<file path="src/rtl/esc_snoop.sv">
module esc_snoop #(
  parameter int AW     = 20,
  parameter int QDEPTH = 8
) (
  input  logic          clk,
  input  logic          rst_n,
  input  logic          fetch_valid,
  input  logic [7:0]    fetch_byte,
  input  logic [1:0]    q_stat,
  input  logic          hbus_valid,
  input  logic [AW-1:0] hbus_addr,
  input  logic [15:0]   hbus_rdata,
  input  logic          bus_gnt,
  input  logic [15:0]   cp_rdata,
  input  logic [127:0]  st_data,
  input  logic          exec_done,
  output logic          bus_req,
  output logic          cp_valid,
  output logic          cp_we,
  output logic [AW-1:0] cp_addr,
  output logic [15:0]   cp_wdata,
  output logic          dec_valid,
  output logic [5:0]    dec_op,
  output logic [1:0]    dec_mod,
  output logic [2:0]    dec_rm,
  output logic [AW-1:0] cap_addr,
  output logic [127:0]  opnd_buf,
  output logic          opnd_valid,
  output logic          busy
);
  localparam int QW = $clog2(QDEPTH);

  typedef enum logic [2:0] {S_IDLE, S_MODRM, S_HOST, S_MOVE, S_EXEC} state_t;

  state_t        state;
  logic [7:0]    q_mem [QDEPTH];
  logic [QW-1:0] q_rd, q_wr;
  logic [2:0]    esc_lo, len_m1, widx;
  logic          is_wr, reg_form;
  logic [AW-1:0] ptr;

  wire pop_first = (q_stat == 2'b01);
  wire pop_next  = (q_stat == 2'b10);
  wire flush     = (q_stat == 2'b11);
  wire [7:0] head = q_mem[q_rd];
  wire xfer = (state == S_MOVE) && bus_gnt;
  wire last = (widx == len_m1);

  assign cp_valid = xfer;
  assign cp_we    = xfer && is_wr;
  assign bus_req  = (state == S_MOVE) && !(xfer && last);
  assign cp_addr  = xfer ? ptr : '0;
  assign cp_wdata = (xfer && is_wr) ? st_data[{widx, 4'b0000} +: 16] : 16'h0000;
  assign busy     = (state == S_HOST) || (state == S_MOVE) || (state == S_EXEC);

  function automatic logic [2:0] words_m1(input logic [1:0] sel);
    case (sel)
      2'b00:   return 3'd1;
      2'b01:   return 3'd3;
      2'b10:   return 3'd4;
      default: return 3'd7;
    endcase
  endfunction

  always_ff @(posedge clk) begin
    if (fetch_valid && !flush) q_mem[q_wr] <= fetch_byte;
  end

  always_ff @(posedge clk) begin
    if (!rst_n || flush) begin
      q_rd <= '0;
      q_wr <= '0;
    end else begin
      if (fetch_valid)          q_wr <= q_wr + 1'b1;
      if (pop_first || pop_next) q_rd <= q_rd + 1'b1;
    end
  end

  always_ff @(posedge clk) begin
    if (!rst_n) begin
      state      <= S_IDLE;
      dec_valid  <= 1'b0;
      opnd_valid <= 1'b0;
      dec_op     <= '0;
      dec_mod    <= '0;
      dec_rm     <= '0;
      esc_lo     <= '0;
      len_m1     <= '0;
      widx       <= '0;
      is_wr      <= 1'b0;
      reg_form   <= 1'b0;
      ptr        <= '0;
      cap_addr   <= '0;
      opnd_buf   <= '0;
    end else begin
      dec_valid  <= 1'b0;
      opnd_valid <= 1'b0;
      case (state)
        S_IDLE, S_MODRM: begin
          if (flush) begin
            state <= S_IDLE;
          end else if (pop_first) begin
            if (head[7:3] == 5'b11011) begin
              esc_lo <= head[2:0];
              state  <= S_MODRM;
            end else begin
              state <= S_IDLE;
            end
          end else if (pop_next && state == S_MODRM) begin
            dec_valid <= 1'b1;
            dec_op    <= {esc_lo, head[5:3]};
            dec_mod   <= head[7:6];
            dec_rm    <= head[2:0];
            len_m1    <= words_m1(esc_lo[2:1]);
            is_wr     <= (head[5:4] == 2'b11);
            reg_form  <= (head[7:6] == 2'b11);
            state     <= (head[7:6] == 2'b11) ? S_EXEC : S_HOST;
          end
        end
        S_HOST: begin
          if (hbus_valid) begin
            cap_addr <= hbus_addr;
            if (is_wr) begin
              ptr  <= hbus_addr;
              widx <= 3'd0;
            end else begin
              opnd_buf[15:0] <= hbus_rdata;
              ptr  <= hbus_addr + AW'(2);
              widx <= 3'd1;
            end
            state <= S_MOVE;
          end
        end
        S_MOVE: begin
          if (xfer) begin
            if (!is_wr) opnd_buf[{widx, 4'b0000} +: 16] <= cp_rdata;
            widx <= widx + 3'd1;
            ptr  <= ptr + AW'(2);
            if (last) begin
              opnd_valid <= 1'b1;
              state      <= S_EXEC;
            end
          end
        end
        default: begin
          if (exec_done) state <= S_IDLE;
        end
      endcase
    end
  end

  AST_DRIVE_NEEDS_GNT: assert property (@(posedge clk) disable iff (!rst_n)
    cp_valid |-> bus_gnt);
  AST_NO_XFER_AFTER_DROP: assert property (@(posedge clk) disable iff (!rst_n)
    (cp_valid && !bus_req) |=> !cp_valid);
  AST_REQ_ONLY_BUSY: assert property (@(posedge clk) disable iff (!rst_n)
    bus_req |-> busy);
  AST_REGFORM_QUIET: assert property (@(posedge clk) disable iff (!rst_n)
    (busy && reg_form) |-> (!bus_req && !cp_valid));
  AST_ADDR_STEP: assert property (@(posedge clk) disable iff (!rst_n)
    (cp_valid && $past(cp_valid)) |-> (cp_addr == $past(cp_addr) + AW'(2)));
  AST_BUSY_HOLD: assert property (@(posedge clk) disable iff (!rst_n)
    (busy && !exec_done) |=> busy);
  AST_DEC_PULSE: assert property (@(posedge clk) disable iff (!rst_n)
    dec_valid |=> !dec_valid);
endmodule

</file>
<file path="config.mk">
export PLATFORM = sky130hd
export DESIGN_NAME = esc_snoop
export DESIGN_NICKNAME = d
export VERILOG_FILES = /design/src/rtl/esc_snoop.sv
export SDC_FILE = /design/constraint.sdc
export NUM_CORES = 1
export LEC_CHECK = 0
export ABC_CLOCK_PERIOD_IN_PS = 3000
export BUFFER_PORTS_ARGS = -buffer_cell sky130_fd_sc_hd__clkbuf_2
export CORE_MARGIN = 3
export CORE_UTILIZATION = 46
export CTS_CLUSTER_SIZE = 28
export DETAILED_ROUTE_END_ITERATION = 10
export PLACE_DENSITY = 0.77
export SLEW_MARGIN = 20
export SYNTH_ARGS = -nofsm -noshare
export SYNTH_HDL_FRONTEND = slang
export SYNTH_SLANG_ARGS = --single-unit
</file>
<file path="constraint.sdc">
create_clock -name clk -period 3 [get_ports clk]
set_input_delay 0.6 -clock clk [delete_from_list [all_inputs] [get_ports clk]]
set_output_delay 0.6 -clock clk [all_outputs]
set_load 0.02 [all_outputs]
</file>
==> summary.md <==
| Metric | Value |
|---|---|
| Vias | 10,900 |
| Yosys warns | 0 |
| Die X | 168 um |
| Post-synth EDFFs | between 60 and 70 |
| I/O Pins | between 300 and 400 |
| Nets | 1,771 |
| Hold Crit Class | in2reg |
| Clk_lat worst skew | around 0.53 ns |
| WS Path Type | reg2out |
| Synthesized Nets | 1,413 |
| Post-synth top area cell | dfxtp_1 |
| Antenna violations before repair | 7 |
| Critical path peak fanout | 14 |
| Die Y | ~170 um |
| Area Overhead vs Synth | 26.8% |
| Clock sink total | approximately 270 |
| Slew headroom | between 40% and 50% |
| Static leakage power | ~6.3 nW |
| Final std cells w/o fill | approximately 1,900 |
| CTS clk-pin slew, worst paths | 0.06 ns |
| Largest net degree at the start of global routing | 109 |
| CTS tree | done |
| IO Port Bufs | between 300 and 400 |
| FF-to-FF path depth | 10 |
| Crit. End Element | output port |
| Number of global-route vias before repair | 10,600 |
| Top_reg_cell synth | dfxtp_1 |
| Htree depth | 1 |
| Yosys reg bits | around 270 |
| Proportion of netlist area held by the largest area contributor | 33.6% |
| Most common cell in the synthesized netlist | dfxtp_1 |
| Setup violations, final | 0 |
| DRT Pass-1 Iters | 6 |
| Die ar. | 28,300 sq um |
| Row cnt | a little under 60 |
| Worst path required time | ~2.4 ns |
| Starting Density | between 40 and 50% |
| Fin Clk Skew | 0.00613 ns |
| Min cycle time layout | around 2.8 ns |
| DP HPWL | around 30,000 um |
| Worst-Margin Slew | between 0.8 and 0.9 ns |
| Hold depth | 3 |
| Synth cell types | 65 |
| Initial DRC count | between 800 and 900 |
| Max cap viols | 0 |
| CP arrival | ~2.2 ns |
| Residual DRC count | 0 |
| Max Transition Viols Final | 0 |
| Asr flop ratio synth | 0% |
| Total congestion overflow | 0 |
| Root Driver | clkbuf_16 |
| Mapped Cells | between 1,000 and 1,500 |
| Synth top cells by count | dfxtp_1 (203), nand2_1 (180), nor2_1 (128) |
| Final Hold Fails | 0 |
| Fin crit share | roughly 94% |
| Hold-fix buffers, CTS | 0 |
| Placed insts | 1,865 |
| Top cells by area, synth | dfxtp_1 (34%), edfxtp_1 (16%), mux4_2 (7.8%) |
| Routed WL per cell | 20.7 um |
| Number of buffers created by CTS | 28 |
| Max Freq | around 350 MHz |
| CORE AREA | roughly 26,000 sq um |
| First-pass GRT wire length | 60,500 um |
| Post-Route WL | ~40,000 um |
| Avg Cell Area, Syn | between 10 and 15 sq um |
| Power Density | about 540 nW/um^2 |
| Aggregate global-route resource usage | between 20% and 30% |
| Via density | 5.66 |
| TNS Setup | 0 ns |
| Final Wtd Congestion | roughly 0.92 |
| DRT antenna net count | 0 |
| Setup Buffers After CTS | 0 |
| Layout cells sized above 1 | roughly a third |
| Max VDD drop | 0.000485 V |
| RSZ-0062 raised after global routing | false |
| Clk buf depth | 3 |
| Register area share after synthesis | 49.5% |
| Run status | complete, no violations |
| Worst setup SP type | register |
| Post-Syn Area | between 10,000 and 15,000 sq um |
## worst max-delay path, stage by stage (launching register included)
cell and delay (ns):
dfxtp_1 0.38, and3b_1 0.27, nand2_2 0.11, inv_2 0.17
buf_4 0.20, buf_4 0.20, and2_1 0.18, clkbuf_2 0.18
## worst paths after layout
kind | startpoint | slack, ns | endpoint
setup reg to reg | widx[0]$_SDFFE_PN0P_ | 0.38 | opnd_buf[2]$_SDFFE_PN0P_
setup / recovery | state[2]$_SDFFE_PN0P_ | 0.17 | cp_addr[7]
hold / removal | hbus_addr[0] | 0.32 | ptr[0]$_SDFFE_PN0P_
hold reg to reg | opnd_buf[63]$_SDFFE_PN0P_ | 0.45 | opnd_buf[63]$_SDFFE_PN0P_
## state kept, by name (all words and copies together), names as in the netlist, named ones only
name        count
dec_mod         2
dec_valid       1
q_mem          64
state           3
widx            3
q_rd            3
is_wr           1
opnd_buf      128
dec_rm          3
cap_addr       20
dec_op          6
esc_lo          3
q_wr            3
len_m1          3
opnd_valid      1
ptr            20
## per-stage QoR
stage                     setup WS [ns]  util [%]  area (sq um)  power [mW]  hold WS (ns)
after CTS                         0.122      59.9         15300        8.35         0.304
after floorplan                   0.125         -         12100        4.41         0.432
after global placement            0.580      56.1         14300        4.74         0.439
after detailed placement          0.471      56.1         14300        4.76         0.445
final                             0.168      60.0         15300        8.30         0.324
after global routing             0.0327      60.0         15300        8.57         0.322
## repair_timing
| action | CTS | global route |
|---|---|---|
| setup endpoints to repair | 16 | 25 |
| hold endpoints to repair | 0 | 0 |
| resized for setup | 1 | 2 |
| cloned | 0 | 0 |
## routing by layer
| layer | wire (um) | up-vias | track usage (%) |
|---|---|---|---|
| li1 | - | 5048 | - |
| met1 | 14700 | 5175 | 32.4 |
| met2 | 20100 | 545 | 46.6 |
| met3 | 2920 | 120 | 3.94 |
| met4 | 2160 | 0 | 15.0 |
| met5 | 0 | - | 0 |
## layout by cell type, fill, tap and decap left out, types with 7 or more instances in the layout
cell type / synthesis / routed
ha_1: 10 / 10
nor3_1: 10 / 10
a211oi_1: 29 / 29
nand2b_1: 8 / 8
nor2_1: 128 / 128
clkbuf_2: 0 / 396
buf_4: 2 / 31
diode_2: 0 / 7
mux4_2: 42 / 42
o21ai_0: 18 / 18
and3_1: 9 / 9
a22oi_1: 20 / 20
clkbuf_16: 0 / 29
inv_1: 8 / 7
nand2_1: 180 / 179
dfxtp_1: 203 / 200
xnor2_1: 9 / 9
xor2_1: 13 / 13
nand4_1: 9 / 9
nand3_1: 50 / 50
a21oi_1: 117 / 117
mux2i_1: 74 / 74
and2_1: 22 / 22
edfxtp_1: 64 / 64
## kinds of logic after synthesis
| family | after synthesis | share of synthesized area, % |
|---|---|---|
| adder cells (fa/ha/maj) | 10 | 1.03 |
| flip-flops | 267 | 49.5 |
| XOR/XNOR | 22 | 1.59 |
| multiplexers | 124 | 15.5 |
| AO/OA/AOI/OAI | 220 | 11.1 |
| AND/OR/NAND/NOR | 452 | 17.2 |
| buffers and inverters | 112 | 4.07 |
## power by group
group | leakage, nW | total (mW) | switching, mW | internal, mW
logic | 3.61 | 0.858 | 0.489 | 0.369
registers | 2.22 | 3.83 | 0.0695 | 3.76
clock network | 0.467 | 3.61 | 1.43 | 2.18
total | 6.29 | 8.30 | 1.99 | 6.31
## layout make-up
type,count,area (sq um)
Fill cell,2158,10200
Sequential cell,267,5990
Multi-Input combinational cell,828,5630
Timing Repair Buffer,430,2270
Clock buffer,35,778
Tap cell,330,413
Clock inverter,15,189
Inverter,10,42.5
Antenna cell,7,17.5
No activity file was read; power rests on OpenSTA's default activity.
